[src/rtl/twi_pkg.sv]
package twi_pkg;
    localparam int DATA_W = 8;
    localparam int HI_W   = 3;
    localparam int SEL_W  = 3;
    localparam int WA_W   = HI_W + DATA_W;
    localparam int CNT_W  = $clog2(DATA_W + 1);

    typedef enum logic [3:0] {
        ST_IDLE,
        ST_ADDR,
        ST_ADDR_ACK,
        ST_WORD,
        ST_WORD_ACK,
        ST_WDATA,
        ST_WDATA_ACK,
        ST_RDATA,
        ST_RACK
    } twi_state_e;

    typedef struct packed {
        logic             one;
        logic [SEL_W-1:0] sel;
        logic [HI_W-1:0]  hi;
        logic             rd;
    } addr_byte_t;

    typedef struct packed {
        logic sda;
        logic scl_rise;
        logic scl_fall;
        logic start;
        logic stop;
    } line_ev_t;

    function automatic logic dev_match(addr_byte_t ab, logic [SEL_W-1:0] pins,
                                       logic [SEL_W-1:0] inv);
        return ab.one && (ab.sel == (pins ^ inv));
    endfunction
endpackage

[src/rtl/twi_line_sync.sv]
module twi_line_sync
    import twi_pkg::*;
#(
    parameter int STAGES = 2
) (
    input  logic     clk,
    input  logic     rst,
    input  logic     scl_raw,
    input  logic     sda_raw,
    output line_ev_t ev
);
    logic [STAGES-1:0][1:0] chain;
    logic [1:0]             prev;
    logic [1:0]             cur;

    always_ff @(posedge clk) begin
        if (rst) begin
            chain <= '1;
            prev  <= 2'b11;
        end else begin
            chain <= {chain[STAGES-2:0], {scl_raw, sda_raw}};
            prev  <= chain[STAGES-1];
        end
    end

    assign cur = chain[STAGES-1];

    always_comb begin
        ev.sda      = cur[0];
        ev.scl_rise = cur[1] & ~prev[1];
        ev.scl_fall = ~cur[1] & prev[1];
        ev.start    = cur[1] & prev[1] & prev[0] & ~cur[0];
        ev.stop     = cur[1] & prev[1] & ~prev[0] & cur[0];
    end
endmodule

[src/rtl/twi_addr_cmp.sv]
module twi_addr_cmp
    import twi_pkg::*;
#(
    parameter logic [SEL_W-1:0] SEL_INV = 3'b010
) (
    input  addr_byte_t       abyte_i,
    input  logic [SEL_W-1:0] sel_i,
    output logic             hit_o
);
    assign hit_o = dev_match(abyte_i, sel_i, SEL_INV);
endmodule

[src/rtl/twi_mem_slave.sv]
module twi_mem_slave
    import twi_pkg::*;
#(
    parameter int               SYNC_STAGES = 2,
    parameter logic [SEL_W-1:0] SEL_INV     = 3'b010
) (
    input  logic              clk,
    input  logic              rst,
    input  logic              scl_i,
    input  logic              sda_i,
    input  logic [SEL_W-1:0]  sel_i,
    input  logic              busy_i,
    input  logic [DATA_W-1:0] rd_data_i,
    output logic              sda_pull_o,
    output logic              addr_ld_o,
    output logic [WA_W-1:0]   addr_val_o,
    output logic              addr_inc_o,
    output logic              pbuf_we_o,
    output logic [DATA_W-1:0] pbuf_data_o,
    output logic              wcyc_start_o
);
    localparam logic [CNT_W-1:0] RX_DONE = CNT_W'(DATA_W);
    localparam logic [CNT_W-1:0] TX_LAST = CNT_W'(DATA_W - 1);

    line_ev_t          ev;
    twi_state_e        state;
    logic [CNT_W-1:0]  cnt;
    logic [DATA_W-1:0] sh;
    logic [HI_W-1:0]   hi_q;
    logic              rd_mode;
    logic              rd_cont;
    logic              have_data;
    logic              hit;
    addr_byte_t        ab;

    assign ab = addr_byte_t'(sh);

    twi_line_sync #(.STAGES(SYNC_STAGES)) i_sync (
        .clk     (clk),
        .rst     (rst),
        .scl_raw (scl_i),
        .sda_raw (sda_i),
        .ev      (ev)
    );

    twi_addr_cmp #(.SEL_INV(SEL_INV)) i_cmp (
        .abyte_i (ab),
        .sel_i   (sel_i),
        .hit_o   (hit)
    );

    always_ff @(posedge clk) begin
        if (rst) begin
            state        <= ST_IDLE;
            cnt          <= '0;
            sh           <= '0;
            hi_q         <= '0;
            rd_mode      <= 1'b0;
            rd_cont      <= 1'b0;
            have_data    <= 1'b0;
            sda_pull_o   <= 1'b0;
            addr_ld_o    <= 1'b0;
            addr_val_o   <= '0;
            addr_inc_o   <= 1'b0;
            pbuf_we_o    <= 1'b0;
            pbuf_data_o  <= '0;
            wcyc_start_o <= 1'b0;
        end else begin
            addr_ld_o    <= 1'b0;
            addr_inc_o   <= 1'b0;
            pbuf_we_o    <= 1'b0;
            wcyc_start_o <= 1'b0;
            if (ev.stop) begin
                state        <= ST_IDLE;
                sda_pull_o   <= 1'b0;
                wcyc_start_o <= have_data;
                have_data    <= 1'b0;
            end else if (ev.start) begin
                state      <= ST_ADDR;
                cnt        <= '0;
                sda_pull_o <= 1'b0;
                have_data  <= 1'b0;
            end else begin
                case (state)
                    ST_ADDR, ST_WORD, ST_WDATA: begin
                        if (ev.scl_rise && cnt != RX_DONE) begin
                            sh  <= {sh[DATA_W-2:0], ev.sda};
                            cnt <= cnt + 1'b1;
                        end else if (ev.scl_fall && cnt == RX_DONE) begin
                            cnt <= '0;
                            if (state == ST_ADDR) begin
                                if (hit && !busy_i) begin
                                    sda_pull_o <= 1'b1;
                                    rd_mode    <= ab.rd;
                                    hi_q       <= ab.hi;
                                    state      <= ST_ADDR_ACK;
                                end else begin
                                    state <= ST_IDLE;
                                end
                            end else if (state == ST_WORD) begin
                                sda_pull_o <= 1'b1;
                                addr_ld_o  <= 1'b1;
                                addr_val_o <= {hi_q, sh};
                                state      <= ST_WORD_ACK;
                            end else begin
                                sda_pull_o  <= 1'b1;
                                pbuf_we_o   <= 1'b1;
                                pbuf_data_o <= sh;
                                addr_inc_o  <= 1'b1;
                                have_data   <= 1'b1;
                                state       <= ST_WDATA_ACK;
                            end
                        end
                    end
                    ST_ADDR_ACK: begin
                        if (ev.scl_fall) begin
                            cnt <= '0;
                            if (rd_mode) begin
                                sh         <= rd_data_i;
                                sda_pull_o <= ~rd_data_i[DATA_W-1];
                                state      <= ST_RDATA;
                            end else begin
                                sda_pull_o <= 1'b0;
                                state      <= ST_WORD;
                            end
                        end
                    end
                    ST_WORD_ACK, ST_WDATA_ACK: begin
                        if (ev.scl_fall) begin
                            sda_pull_o <= 1'b0;
                            state      <= ST_WDATA;
                        end
                    end
                    ST_RDATA: begin
                        if (ev.scl_fall) begin
                            if (cnt == TX_LAST) begin
                                sda_pull_o <= 1'b0;
                                addr_inc_o <= 1'b1;
                                cnt        <= '0;
                                state      <= ST_RACK;
                            end else begin
                                sh         <= {sh[DATA_W-2:0], 1'b0};
                                sda_pull_o <= ~sh[DATA_W-2];
                                cnt        <= cnt + 1'b1;
                            end
                        end
                    end
                    ST_RACK: begin
                        if (ev.scl_rise) begin
                            rd_cont <= ~ev.sda;
                        end else if (ev.scl_fall) begin
                            if (rd_cont) begin
                                sh         <= rd_data_i;
                                sda_pull_o <= ~rd_data_i[DATA_W-1];
                                state      <= ST_RDATA;
                            end else begin
                                state <= ST_IDLE;
                            end
                        end
                    end
                    default: state <= ST_IDLE;
                endcase
            end
        end
    end
endmodule

[config.mk]
export PLATFORM = sky130hd
export DESIGN_NAME = twi_mem_slave
export DESIGN_NICKNAME = d
export VERILOG_FILES = /design/src/rtl/twi_pkg.sv /design/src/rtl/twi_line_sync.sv /design/src/rtl/twi_addr_cmp.sv /design/src/rtl/twi_mem_slave.sv
export SDC_FILE = /design/constraint.sdc
export NUM_CORES = 1
export LEC_CHECK = 0
export CORE_MARGIN = 2
export CORE_UTILIZATION = 45
export DETAILED_ROUTE_END_ITERATION = 10
export PLACE_DENSITY = 0.67
export REMOVE_ABC_BUFFERS = 1
export SLEW_MARGIN = 20
export SYNTH_ARGS = -nofsm -noshare
export SYNTH_HDL_FRONTEND = slang
export SYNTH_SLANG_ARGS = --single-unit
[constraint.sdc]
create_clock -name clk -period 3.9 [get_ports clk]
set_clock_uncertainty 0.2 [all_clocks]
set_input_delay 0.78 -clock clk [delete_from_list [all_inputs] [get_ports clk]]
set_output_delay 0.78 -clock clk [all_outputs]
set_load 0.03 [all_outputs]
# Word level (Yosys, flattened, before mapping)
# Cells that the tools add are included.
[totals]
romBits = 0
memories = 0
inputBits = 16
word_cells = 151
latch_bits = 0
ram_bits = 0
out_inout_bits = 24
register_bits = 52
[classes]
shift = 0
add_sub_neg = 1
bitwise = 21
n_div = 0
order_cmp = 0
mux = 52
mul = 0
eq_ne = 34
reduce_logical = 25
[ops]
columns = ["cell", "count"]
rows = [
  ["8-bit two-way mux", 8],
  ["4-bit two-way mux", 15],
  ["8-bit one-hot mux with 4 select lines", 1],
  ["3-bit != test, second input constant", 9],
  ["2-bit != test, second input constant", 12],
  ["7-bit AND reduction", 3],
  ["4-bit by 3-bit == test with 1-bit output, second input constant", 5],
  ["1-bit two-way mux", 20],
  ["4-bit one-hot mux with 5 select lines", 1],
  ["8-bit AND reduction", 2],
  ["1-bit inverter", 14],
  ["4-bit one-hot mux with 3 select lines", 1],
  ["11-bit AND reduction", 1],
  ["10-bit AND reduction", 1],
  ["5-bit AND reduction", 2],
  ["4-bit by 2-bit == test with 1-bit output, second input constant", 2],
  ["4-bit == test, second input constant", 2],
  ["4-bit != test, second input constant", 2],
  ["4-bit nonzero test", 2],
  ["1-bit AND", 7],
  ["7-bit OR reduction", 1],
  ["3-bit two-way mux", 2],
  ["2-bit OR reduction", 3],
  ["3-bit OR reduction", 2],
  ["other kinds (11)", 15],
]

# Logic depth before layout (Yosys ltp)
[depth]
depth_word = 10
depth_mapped = 8
mapped_depth_nobuf = 7

# Modules after synthesis
# From an unflattened synthesis, not the netlist that was laid out.
[hier_totals]
hier_cells = 284
area_unflattened_um2 = 2597.5
[modules_own_cells]
columns = ["module", "area_per_inst_um2", "cells_each", "seq_area_each_um2", "n_inst"]
rows = [
  ["twi_mem_slave", 2364.8, 263, 920.9, 1],
  ["twi_line_sync", 197.7, 17, 120.1, 1],
  ["twi_addr_cmp", 35.0, 4, 0.0, 1],
]

# Worst setup path after synthesis
# OpenSTA, ideal clock, no wires.
[synth_timing]
path_type = "in2reg"
startpoint = "in sel_i[2]"
endpoint = "reg hi_q[0]"
t_arrival_ns = 1.802
path_slack_ns = 1.771
path_buffers = 0
setup_time_ns = 0.128
cell_stages = 5
required_ns = 3.572
cell_sequence = "xor2_1 -> nor4_1 -> nand3_1 -> mux2i_1 -> nor2_1"
[synth_via]
elab_chain_cells = 4
[synth_lines]
columns = ["element", "line_no", "text"]
rows = [
  ["from (decl)", "twi_mem_slave.sv:11", "input logic [SEL_W-1:0] sel_i,"],
  ["3-bit == test", "twi_pkg.sv:37", "return ab.one && (ab.sel == (pins ^ inv));"],
  ["1-bit logical AND", "twi_pkg.sv:37", ""],
  ["1-bit logical AND", "twi_mem_slave.sv:92", "if (hit && !busy_i) begin"],
  ["7-bit AND reduction (no source line)", "-", ""],
  ["to (signal assigned)", "twi_mem_slave.sv:95", "hi_q <= ab.hi;"],
  ["to (decl)", "twi_mem_slave.sv:29", "logic [HI_W-1:0] hi_q;"],
]
# Every way passes these cells.
# A chain may end at the register's enable or synchronous reset.

# Final worst setup path
[layout_timing]
startpoint = "reg state[1]"
endpoint = "reg sh[1], in the netlist ab[1]"
[layout_via]
elab_chain_cells = 4
word_cells_on_any_way = 18
classes_between = "eq/ne (14); mux (1); reduce/logical (3)"
[layout_lines]
columns = ["element", "line_no", "text"]
rows = [
  ["from (decl)", "twi_mem_slave.sv:26", "twi_state_e state;"],
  ["from (signal assigned)", "twi_mem_slave.sv:54", "state <= ST_IDLE;"],
  ["from (signal assigned)", "twi_mem_slave.sv:74", "state <= ST_IDLE;"],
  ["from (signal assigned)", "twi_mem_slave.sv:79", "state <= ST_ADDR;"],
  ["4-bit by 1-bit == test with 1-bit output, or another cell as far along", "twi_mem_slave.sv:84", "case (state)"],
  ["3-bit OR reduction", "twi_mem_slave.sv:84", ""],
  ["4-bit nonzero test (no source line) or 2-bit != test (tied branches)", "-", ""],
  ["11-bit AND reduction (no source line)", "-", ""],
  ["to (signal assigned)", "twi_mem_slave.sv:87", "sh <= {sh[DATA_W-2:0], ev.sda};"],
  ["to (signal assigned)", "twi_mem_slave.sv:119", "sh <= rd_data_i;"],
  ["to (signal assigned)", "twi_mem_slave.sv:142", "sh <= {sh[DATA_W-2:0], 1'b0};"],
  ["to (decl)", "twi_mem_slave.sv:28", "logic [DATA_W-1:0] sh;"],
]
# Parallel ways exist; a longest one is shown, timed or not.

==> Flow_metrics.wiki <==
{| class="wikitable"
! Metric !! Value
|-
| Run status || finished, final reports clean
|-
| Final worst hold slack || 0.216 ns
|-
| Cell variety after synth || 50
|-
| Maximum clock insertion buffer count || 2
|-
| Number of ports placed on the die boundary || 40
|-
| Tightest Pin Transition || 1.08 ns
|-
| Arithmetic-cell share of the synthesized area counting full adders, half adders and majority gates || 0.00994
|-
| Power per cell area || 436 nW/um^2
|-
| Largest net degree at the start of global routing || 41
|-
| Initial DRC Count || 256
|-
| Worst hold stages || 1
|-
| Final Net Count || 332
|-
| Antenna-violating nets left || 0
|-
| Async set-reset flop share out of synthesis || 0
|-
| Leftover overflow at the end of global routing || 0
|-
| Setup TNS || 0 ns
|-
| Required time of the critical path || 3.93 ns
|-
| Wire length of the first global-routing pass || 9370 um
|-
| RSZ-0062 raised after global routing || false
|-
| Horizontal die dimension || 78.8 um
|-
| Kind of critical path || reg2reg
|-
| Compound-cell area share of the yosys netlist || 0.159
|-
| Final worst path period need || 2.64 ns
|-
| Launching point of the worst reg2reg path || state[1]
|-
| Period utilization || 0.676
|-
| Final HPWL DP || 4020 um
|-
| Effective utilization at floorplan || 0.463
|-
| Number of warning messages in the yosys log || 0
|-
| Leading register cell type out of synthesis || sky130_fd_sc_hd__dfxtp_1
|-
| CTS H-Tree Depth || 2
|-
| Worst Reg2Reg Path Length in Cells || 5
|-
| Overall die area || 6210 sq um
|-
| Post-CTS Setup Repair Bufs || 0
|-
| Cell chain of the critical path || nor4b_1, a31o_1, a21oi_1, o21ai_0, a21oi_1
|-
| CP Launch Type || register
|-
| Worst slew margin relative to its limit || 0.279
|-
| Design internal power || 863 uW
|-
| TritonCTS clock tree || built
|-
| Sequential area share after synthesis || 0.414
|-
| Worst setup path endpoint || ab[1]
|-
| Arrival time at the worst endpoint || 2.66 ns
|-
| Timing startpoint of the critical path || state[1]
|-
| Post-detailed-route wirelength per cell || 14.9 um
|-
| R2r endpoint || ab[1]
|-
| Clock latency reported for the late side of the worst-skew pair || 0.30 ns
|-
| Average cell area after synthesis || 8.90 sq um
|-
| Pins over their slew limit || 0
|-
| Synthesized area || 2520 sq um
|-
| Reg2reg setup slack || 1.26 ns
|-
| Number of antenna violations at the first check in global routing || 0
|-
| Die outline height || 78.8 um
|-
| Hold wc startpoint || i_sync.chain[1]
|-
| Fraction of power consumed by the clock network || 0.245
|-
| Port bufs || 39
|-
| Iteration count of the initial detailed-routing pass || 4
|-
| Mux share of post-synthesis cell area || 0.131
|-
| Net switching power of the design || 453 uW
|-
| Cell chosen for the clock root || sky130_fd_sc_hd__clkbuf_8
|-
| Overall routed net length || 5780 um
|-
| Hold bufs inserted after CTS || 0
|-
| Worst hold path type || reg2reg
|-
| Basic-gate share of the synthesized area counting and, or, nand and nor cells || 0.223
|-
| RePlAce Congestion || 0.846
|-
| Clock slew seen by the registers of the worst setup and hold paths || 0.09 ns
|-
| Sw Ratio || 0.344
|-
| Synth Area in XOR/XNOR || 0.0174
|-
| Largest vdd supply drop || 0.235 mV
|-
| Cell count after synthesis || 283
|-
| Share of total power in sequential cells || 0.469
|-
| Flip-flop and latch count after synthesis || 52
|-
| Reported leakage power || 0.00111 uW
|-
| Comb power frac || 0.287
|-
| Growth of design area from synthesis to finish || 20.1%
|-
| CTS Buf Count || 5
|-
| Post-route DRC || 0
|-
| Critical path's most frequent cell || sky130_fd_sc_hd__a21oi_1
|-
| Combinational family with the most area after synthesis || simple AND/OR/NAND/NOR gates
|-
| All-layer global routing usage || 0.191
|-
| Number of sinks handled by clock tree synthesis || 52
|-
| Crit path largest cell delay || 0.82 ns
|-
| Critical Path Sink Type || register
|-
| Number of enable-type register cells in the synthesized netlist || 0
|-
| Number of vias in the routed layout || 2,132
|-
| Via count of the first global-routing pass || 2,016
|-
| Hold violation total from the final report || 0
|-
| Share of layout cells above drive strength 1 || 0.0571
|-
| Placeable core region || 5440 sq um
|-
| Largest driver fanout on the critical path || 18
|-
| Antenna diodes || 0
|-
| Total setup violations reported at the end of the flow || 0
|-
| Vias per inst || 5.51
|-
| Highest Clock Rate || 0.379 GHz
|-
| Maximum capacitance violations || 0
|-
| Number of gates resized after CTS || 0
|-
| Number of rows created at floorplan || 27
|-
| Library cell contributing the largest single delay on the critical path || sky130_fd_sc_hd__a21oi_1
|}
cell families after synthesis:
family | count (synthesis)
xor+xnor | 5
compound gates | 60
buf+inv | 24
mux | 33
flops | 52
fa+ha+maj | 2
simple gates | 107
through the flow:
step	setup slack (ns)	std cells	power, uW	area (sq um)	util
after global placement	1.05	379	996	2930	0.539
after detailed placement	1.01	379	1000	2930	0.539
after CTS	1.31	387	1320	3020	0.556
final	1.26	387	1320	3020	0.556
after floorplan	1.13	266	892	2430	-
after global routing	1.06	387	1390	3020	0.556
flip-flops by register name (all words and copies together) (netlist names), 2 cells and up:
name,count
addr_val_o,11
ab,8
pbuf_data_o,8
cnt,4
state,4
hi_q,3
i_sync.chain,2
i_sync.cur,2
i_sync.prev,2
power groups by stage:
| stage | clock network, uW | registers, uW | logic [uW] |
|---|---|---|---|
| final | 322 | 617 | 378 |
| after global routing | 349 | 625 | 413 |
| after CTS | 331 | 615 | 374 |
| after detailed placement | 0 | 627 | 373 |
| after global placement | 0 | 626 | 370 |
| after floorplan | 0 | 617 | 275 |
Yosys cell counts, drive strengths merged, types with 3 or more instances:
library cell	number	area, sq um
xor2	4	35.0
a21oi	17	85.1
o21ai	14	70.1
nor3	3	15.0
or3	7	43.8
a31o	3	26.3
and2	3	18.8
a211oi	5	37.5
mux2i	33	330
inv	7	26.3
and3	4	25.0
clkbuf	8	30.0
nor2	40	150
buf	9	60.1
nand3	4	20.0
or2	7	43.8
nand2b	6	37.5
dfxtp	52	1040
nand2	13	48.8
nor2b	5	31.3
nand3b	3	22.5
final cells by class:
type,count,area (sq um)
Clock buffer,7,86.3
Clock inverter,1,7.51
Fill cell,502,2420
Inverter,7,26.3
Multi-Input combinational cell,207,1370
Sequential cell,52,1040
Tap cell,72,90.1
Timing Repair Buffer,41,405
worst max-delay path: cells and delay by family, from the launching register on:
kind,cells,cell delay (ns)
AO/OA/AOI/OAI,4,1.45
flip-flops,1,0.71
AND/OR/NAND/NOR,1,0.20
cells in the final DEF, fill, tap and decap left out, drive strengths merged, types with 2 or more instances in the layout:
cell and count:
and3 4, nor3 3, nor2 40, inv 7, a211oi 5, nand4b 2, nor2b 5, nor4 2
clkbuf 7, ha 2, buf 2, nand2b 6, o21bai 2, nand2 13, o31a 2, mux2i 33
xor2 4, o21ai 14, o221ai 2, nand3 4, o311a 2, and2 3, and3b 2, a211o 2
dfxtp 52, or2 7, or3 7, a21oi 17, o211ai 2, clkdlybuf4s50 39, and4 2, nand3b 3
a31o 3
how the worst min path moves through the flow:
stage                    endpoint  slack [ns]
floorplan           i_sync.cur[0]        0.19
global placement    i_sync.cur[1]        0.19
detailed placement  i_sync.cur[1]        0.19
CTS                 i_sync.cur[1]        0.22
global route        i_sync.cur[0]        0.24
finish              i_sync.cur[1]        0.22
metal layers:
metal	track usage	vias to the layer above	wire, um
met4	0.0614	0	95
met1	0.253	987	2750
li1	-	1066	-
met3	0.0511	12	376
met5	0	-	0
met2	0.302	67	2560
No activity file was read; power rests on OpenSTA's default activity.
